### src/rtl/iwd_pkg.sv
package iwd_pkg;

  localparam int MODE_W = 4;

  typedef enum logic [MODE_W-1:0] {
    MODE_REG   = 4'd0,
    MODE_IND   = 4'd1,
    MODE_IDX   = 4'd2,
    MODE_PUSH  = 4'd3,
    MODE_POP   = 4'd4,
    MODE_PEEK  = 4'd5,
    MODE_PICK  = 4'd6,
    MODE_SP    = 4'd7,
    MODE_PC    = 4'd8,
    MODE_EX    = 4'd9,
    MODE_MEMNW = 4'd10,
    MODE_LITNW = 4'd11,
    MODE_LITIN = 4'd12,
    MODE_NONE  = 4'd13
  } mode_e;

  // Modes that read one trailing word from the instruction stream
  function automatic logic mode_takes_word(input logic [MODE_W-1:0] m);
    return (m == MODE_IDX) || (m == MODE_PICK) ||
           (m == MODE_MEMNW) || (m == MODE_LITNW);
  endfunction

endpackage

### src/rtl/iwd_operand_class.sv
module iwd_operand_class
  import iwd_pkg::*;
#(
  parameter int CODE_W  = 6,
  parameter int WORD_W  = 16,
  parameter int REG_W   = 3,
  parameter bit IS_DEST = 1'b0
)(
  input  logic [CODE_W-1:0] code,
  input  logic              enable,
  output mode_e             mode,
  output logic [REG_W-1:0]  reg_idx,
  output logic              needs_word,
  output logic [WORD_W-1:0] lit_val
);

  localparam int EXT_W = 6;

  logic [EXT_W-1:0] code_x;
  mode_e            stack_mode;

  assign code_x = EXT_W'(code);

  // The shared stack code means push for a destination and pop for a source
  generate
    if (IS_DEST) begin : g_dest
      assign stack_mode = MODE_PUSH;
    end else begin : g_src
      assign stack_mode = MODE_POP;
    end
  endgenerate

  always_comb begin
    mode       = MODE_NONE;
    needs_word = 1'b0;
    reg_idx    = code_x[REG_W-1:0];
    lit_val    = '0;
    if (enable) begin
      if (code_x[5]) begin
        mode    = MODE_LITIN;
        lit_val = WORD_W'(code_x[4:0]) - WORD_W'(1);
      end else begin
        unique case (code_x[4:3])
          2'b00: mode = MODE_REG;
          2'b01: mode = MODE_IND;
          2'b10: begin
            mode       = MODE_IDX;
            needs_word = 1'b1;
          end
          default: begin
            unique case (code_x[2:0])
              3'd0: mode = stack_mode;
              3'd1: mode = MODE_PEEK;
              3'd2: begin
                mode       = MODE_PICK;
                needs_word = 1'b1;
              end
              3'd3: mode = MODE_SP;
              3'd4: mode = MODE_PC;
              3'd5: mode = MODE_EX;
              3'd6: begin
                mode       = MODE_MEMNW;
                needs_word = 1'b1;
              end
              default: begin
                mode       = MODE_LITNW;
                needs_word = 1'b1;
              end
            endcase
          end
        endcase
      end
    end
  end

endmodule

### src/rtl/iwd_word_select.sv
module iwd_word_select #(
  parameter int WORD_W = 16,
  parameter int LEN_W  = 2
)(
  input  logic              b_need,
  input  logic              a_need,
  input  logic [WORD_W-1:0] word1,
  input  logic [WORD_W-1:0] word2,
  output logic [WORD_W-1:0] b_word,
  output logic [WORD_W-1:0] a_word,
  output logic [LEN_W-1:0]  len
);

  always_comb begin
    b_word = b_need ? word1 : '0;
    if (!a_need)     a_word = '0;
    else if (b_need) a_word = word2;
    else             a_word = word1;
    len = LEN_W'(1) + LEN_W'(b_need) + LEN_W'(a_need);
  end

endmodule

### src/rtl/instr_word_decoder.sv
module instr_word_decoder
  import iwd_pkg::*;
#(
  parameter int WORD_W = 16,
  parameter int OPC_W  = 5,
  parameter int B_W    = 5,
  parameter int A_W    = 6,
  parameter int REG_W  = 3,
  parameter int LEN_W  = 2
)(
  input  logic              clk,
  input  logic              rst_n,
  input  logic              in_valid,
  input  logic [WORD_W-1:0] in_word0,
  input  logic [WORD_W-1:0] in_word1,
  input  logic [WORD_W-1:0] in_word2,
  output logic              out_valid,
  output logic [OPC_W-1:0]  out_opcode,
  output logic              out_special,
  output logic [B_W-1:0]    out_sub_op,
  output logic [3:0]        out_b_mode,
  output logic [REG_W-1:0]  out_b_reg,
  output logic [WORD_W-1:0] out_b_data,
  output logic [3:0]        out_a_mode,
  output logic [REG_W-1:0]  out_a_reg,
  output logic [WORD_W-1:0] out_a_data,
  output logic [LEN_W-1:0]  out_len,
  output logic              out_cond
);

  localparam int B_LSB    = OPC_W;
  localparam int A_LSB    = OPC_W + B_W;
  localparam int RST_SYNC = 2;

  // Reset synchronizer: asserts asynchronously, releases on the clock
  logic [RST_SYNC-1:0] rst_pipe;
  logic                rst_sync_n;

  always_ff @(posedge clk or negedge rst_n) begin
    if (!rst_n) rst_pipe <= '0;
    else        rst_pipe <= {rst_pipe[RST_SYNC-2:0], 1'b1};
  end
  assign rst_sync_n = rst_pipe[RST_SYNC-1];

  // Field split
  logic [OPC_W-1:0] opc_f;
  logic [B_W-1:0]   b_f;
  logic [A_W-1:0]   a_f;
  logic             spec_nxt;

  assign opc_f    = in_word0[OPC_W-1:0];
  assign b_f      = in_word0[B_LSB +: B_W];
  assign a_f      = in_word0[A_LSB +: A_W];
  assign spec_nxt = (opc_f == '0);

  // Operand classification, one instance per role
  mode_e             b_mode_c, a_mode_c;
  logic [REG_W-1:0]  b_reg_c, a_reg_c;
  logic              b_need_c, a_need_c;
  logic [WORD_W-1:0] b_lit_c, a_lit_c;

  iwd_operand_class #(
    .CODE_W(B_W), .WORD_W(WORD_W), .REG_W(REG_W), .IS_DEST(1'b1)
  ) u_class_b (
    .code(b_f), .enable(!spec_nxt), .mode(b_mode_c), .reg_idx(b_reg_c),
    .needs_word(b_need_c), .lit_val(b_lit_c)
  );

  iwd_operand_class #(
    .CODE_W(A_W), .WORD_W(WORD_W), .REG_W(REG_W), .IS_DEST(1'b0)
  ) u_class_a (
    .code(a_f), .enable(1'b1), .mode(a_mode_c), .reg_idx(a_reg_c),
    .needs_word(a_need_c), .lit_val(a_lit_c)
  );

  // Trailing-word steering and length
  logic [WORD_W-1:0] b_word_c, a_word_c;
  logic [LEN_W-1:0]  len_c;

  iwd_word_select #(.WORD_W(WORD_W), .LEN_W(LEN_W)) u_words (
    .b_need(b_need_c), .a_need(a_need_c), .word1(in_word1), .word2(in_word2),
    .b_word(b_word_c), .a_word(a_word_c), .len(len_c)
  );

  // Next-state values
  logic [B_W-1:0]    sub_nxt;
  logic [WORD_W-1:0] a_data_nxt;
  logic [REG_W-1:0]  b_reg_nxt;
  logic              cond_nxt;

  always_comb begin
    sub_nxt    = spec_nxt ? b_f : '0;
    b_reg_nxt  = spec_nxt ? '0 : b_reg_c;
    a_data_nxt = (a_mode_c == MODE_LITIN) ? a_lit_c : a_word_c;
    cond_nxt   = !spec_nxt && (opc_f[OPC_W-1 -: 2] == 2'b10);
  end

  // Result registers
  always_ff @(posedge clk or negedge rst_sync_n) begin
    if (!rst_sync_n) out_valid <= 1'b0;
    else             out_valid <= in_valid;
  end

  always_ff @(posedge clk or negedge rst_sync_n) begin
    if (!rst_sync_n) begin
      out_opcode  <= '0;
      out_special <= 1'b0;
      out_sub_op  <= '0;
      out_b_mode  <= '0;
      out_b_reg   <= '0;
      out_b_data  <= '0;
      out_a_mode  <= '0;
      out_a_reg   <= '0;
      out_a_data  <= '0;
      out_len     <= '0;
      out_cond    <= 1'b0;
    end else if (in_valid) begin
      out_opcode  <= opc_f;
      out_special <= spec_nxt;
      out_sub_op  <= sub_nxt;
      out_b_mode  <= b_mode_c;
      out_b_reg   <= b_reg_nxt;
      out_b_data  <= b_word_c;
      out_a_mode  <= a_mode_c;
      out_a_reg   <= a_reg_c;
      out_a_data  <= a_data_nxt;
      out_len     <= len_c;
      out_cond    <= cond_nxt;
    end
  end

endmodule

### config.mk
export PLATFORM = sky130hd
export DESIGN_NAME = instr_word_decoder
export DESIGN_NICKNAME = d
export VERILOG_FILES = /design/src/rtl/iwd_pkg.sv /design/src/rtl/iwd_operand_class.sv /design/src/rtl/iwd_word_select.sv /design/src/rtl/instr_word_decoder.sv
export SDC_FILE = /design/constraint.sdc
export NUM_CORES = 1
export LEC_CHECK = 0
export BUFFER_PORTS_ARGS = -buffer_cell sky130_fd_sc_hd__buf_4
export CORE_UTILIZATION = 49
export DETAILED_ROUTE_END_ITERATION = 12
export PLACE_DENSITY = 0.8
export SYNTH_ARGS = -nofsm -noshare
export SYNTH_HDL_FRONTEND = slang
export SYNTH_SLANG_ARGS = --single-unit
### constraint.sdc
create_clock -name clk -period 2.2 [get_ports clk]
set_input_delay 0.44 -clock clk [delete_from_list [all_inputs] [get_ports clk]]
set_output_delay 0.44 -clock clk [all_outputs]
set_load 0.01 [all_outputs]
==> results.cfg <==
[sta]
tightest_slew_ns = 0.7823
clock_skew_ns = 0.005287
hold_viol_final = 0
fin_tns_setup_ns = 0
max_freq_mhz = 521.5
finalSetupViolations = 0
maxSlewViolCount = 0
min_period_ns = 1.918
fin_crit_sh_pct = 87.17
max_slew_margin_pct = 47.74
rsz0062_at_grt = no

[cts]
cts_resized = 0
clk_pin_slew_worst_paths_ns = 0.07
cts_buffers = 9
cts_tree = yes
clockBufferDepth = 2
h-tree-depth = 3
clk_latency_ns = 0.33
root_buffer = clkbuf_8
cts_hold_buf = 1
post-cts-setup-buffer-count = 0
clock_sinks = 63

[floorplanning]
start_util_pct = 52.14
die_w_um = 79.48
io_pins = 112
fp.dieArea_um2 = 6317
core_area_um2 = 5642
die_h_um = 79.48
rows = 27

[place]
place_area_um2 = 3822
place_congestion = 0.8289
port_buffers = 111
hpwlAfterDp_um = 4952

[final_layout]
n_antenna_cell = 0
multi_input_area_um2 = 1115
seqCellArea_um2 = 1578
largestRegisters = out_a_data x16, out_b_data x16
layout-drive-gt1-share_pct = 36.43
finalInstanceArea_um2 = 4000
nets = 450
area_growth_pct = 35.98
fillCellCount = 428

[routing]
drc = 0
first_pass_iters = 4
drt-vias-per-instance = 5.198
vias = 2443
wl_um = 6801
wl_per_cell_um = 14.47
drt_iter0_markers = 142
ant_nets = 0

[logic_synthesis]
synth_warnings = 0
yosysMostFrequentCell = dfrtp_1
syn_avg_cell_area_um2 = 10.39
synthesis.area_um2 = 2942
synthDominantCellAreaShare_pct = 53.59
yosys-top-cells-count = dfrtp_1 (63), inv_1 (36), o21ai_0 (28)
yosys-top-cells-area = dfrtp_1 (54%), mux2i_1 (6.1%), o21ai_0 (4.8%), inv_1 (4.6%), mux2_2 (4.2%)
ys_seq_elements = 63
netlist_instances = 283
synth_edf_count = 0
ys_types = 42
synth_fp_nets = 340
ys.flop_type = dfrtp_1
yosysSeqAreaShare_pct = 53.59
yosys.area.top_type = dfrtp_1
async_flop_share_pct = 100.0

[power]
power.density_nw_per_um2 = 679.7
p_leak_uw = 0.001953
power_uw = 2719
vdd_ir_drop_max_mv = 0.4032

[run_status]
status = complete, no violations

[global_route]
grt_usage_pct = 23.04
gr-total-overflow = 0
grt_pass1_vias = 2366
grt_max_degree = 95
antenna_found_initial = 0
grt_pass1_wl_um = 11050

[worst_hold_path]
hold_path.class = reg2async

[worst_setup_path]
crit_required_ns = 2.36
path_cells = buf_4, inv_1, ha_1, mux2_2, o21ai_1, and3_1, nor2b_1, a211oi_1
startpoint_type = input port
path_class = in2reg
cp_max_fo = 11
cp_slowest_stage_delay_ns = 0.62
arrival_ns = 2.08
end_kind = flip-flop
cp_slowest_cell = nor2b_1

[flow_run]
cap_violations = 0
area by class of cell:
class,instances,share of cell area (%)
clock inverters,4,0.5630
multi-input cells,166,27.87
repair buffers,116,22.77
well taps,72,2.252
clock buffers,12,3.628
flip-flops and latches,63,39.44
inverters,37,3.472
cell usage in the layout, fill, tap and decap left out, types with 2 or more instances in the layout:
cell type  count
nor2b_1        2
clkinv_2       3
o21ai_0       28
a211oi_1      10
nor2_1        20
clkbuf_8      10
xnor2_1        2
a31oi_1        3
o21ai_1        2
nand3_1       19
mux2_2        11
o22ai_1        6
o221ai_1       3
a21oi_1        3
ha_1           6
buf_4        112
inv_1         36
nand2b_1       3
nand2_1        9
clkbuf_1       2
and3_1         2
mux2i_1       18
buf_12         3
dfrtp_1       62
o211ai_1       3
per-layer routing:
metal	wire, µm	GRT usage [%]
met2	3434	37.95
met3	315	4.000
met4	174	11.45
met5	0	0
met1	2876	29.14
per-stage QoR:
| stage | util (%) | cells | hold slack, ns | setup WS (ns) |
|---|---|---|---|---|
| 4_1_cts | 70.90 | 470 | 0.2071 | 0.2789 |
| 5_1_grt | 70.90 | 470 | 0.2380 | 0.1184 |
| 2_1_floorplan | - | 283 | 0.1444 | 0.3160 |
| 6_report | 70.90 | 470 | 0.1961 | 0.2823 |
| 3_5_place_dp | 67.75 | 453 | 0.2011 | -0.03844 |
| 3_3_place_gp | 67.75 | 453 | 0.1950 | 0.06095 |
final timing paths:
path                         startpoint        endpoint  slack (ns)  cells after the start
setup / recovery           in_word0[11]  out_a_data[15]        0.28                      8
setup reg to reg            rst_pipe[1]    out_b_reg[2]        1.44                      1
hold / removal              rst_pipe[1]   out_b_data[9]        0.20                      0
hold reg to reg             rst_pipe[1]   out_b_data[9]        0.20                      0
min in group clk            in_word1[9]   out_b_data[9]        0.34                      3
max in group asynchronous   rst_pipe[1]    out_b_reg[2]        1.44                      1
where the power goes:
group	internal, µW	switching (µW)
Combinational	283	267
Sequential	1260	61.7
Clock	434	417
Total	1970	745
worst max-delay path: cells and delay by family:
family                   cells  cell delay [ns]
buffers and inverters        2             0.23
adder cells (fa/ha/maj)      1             0.23
AND/OR/NAND/NOR              2             0.83
multiplexers                 1             0.17
AO/OA/AOI/OAI                2             0.17
cell families after synthesis:
kind of cell / Yosys count / share of synthesized area [%]
adder cells (fa/ha/maj): 6 / 2.552
flip-flops: 63 / 53.59
XOR/XNOR: 3 / 0.8934
AO/OA/AOI/OAI: 66 / 14.16
multiplexers: 29 / 10.34
AND/OR/NAND/NOR: 61 / 9.826
buffers and inverters: 54 / 8.507
other: 1 / 0.1275
No activity file was read; power rests on OpenSTA's default activity.
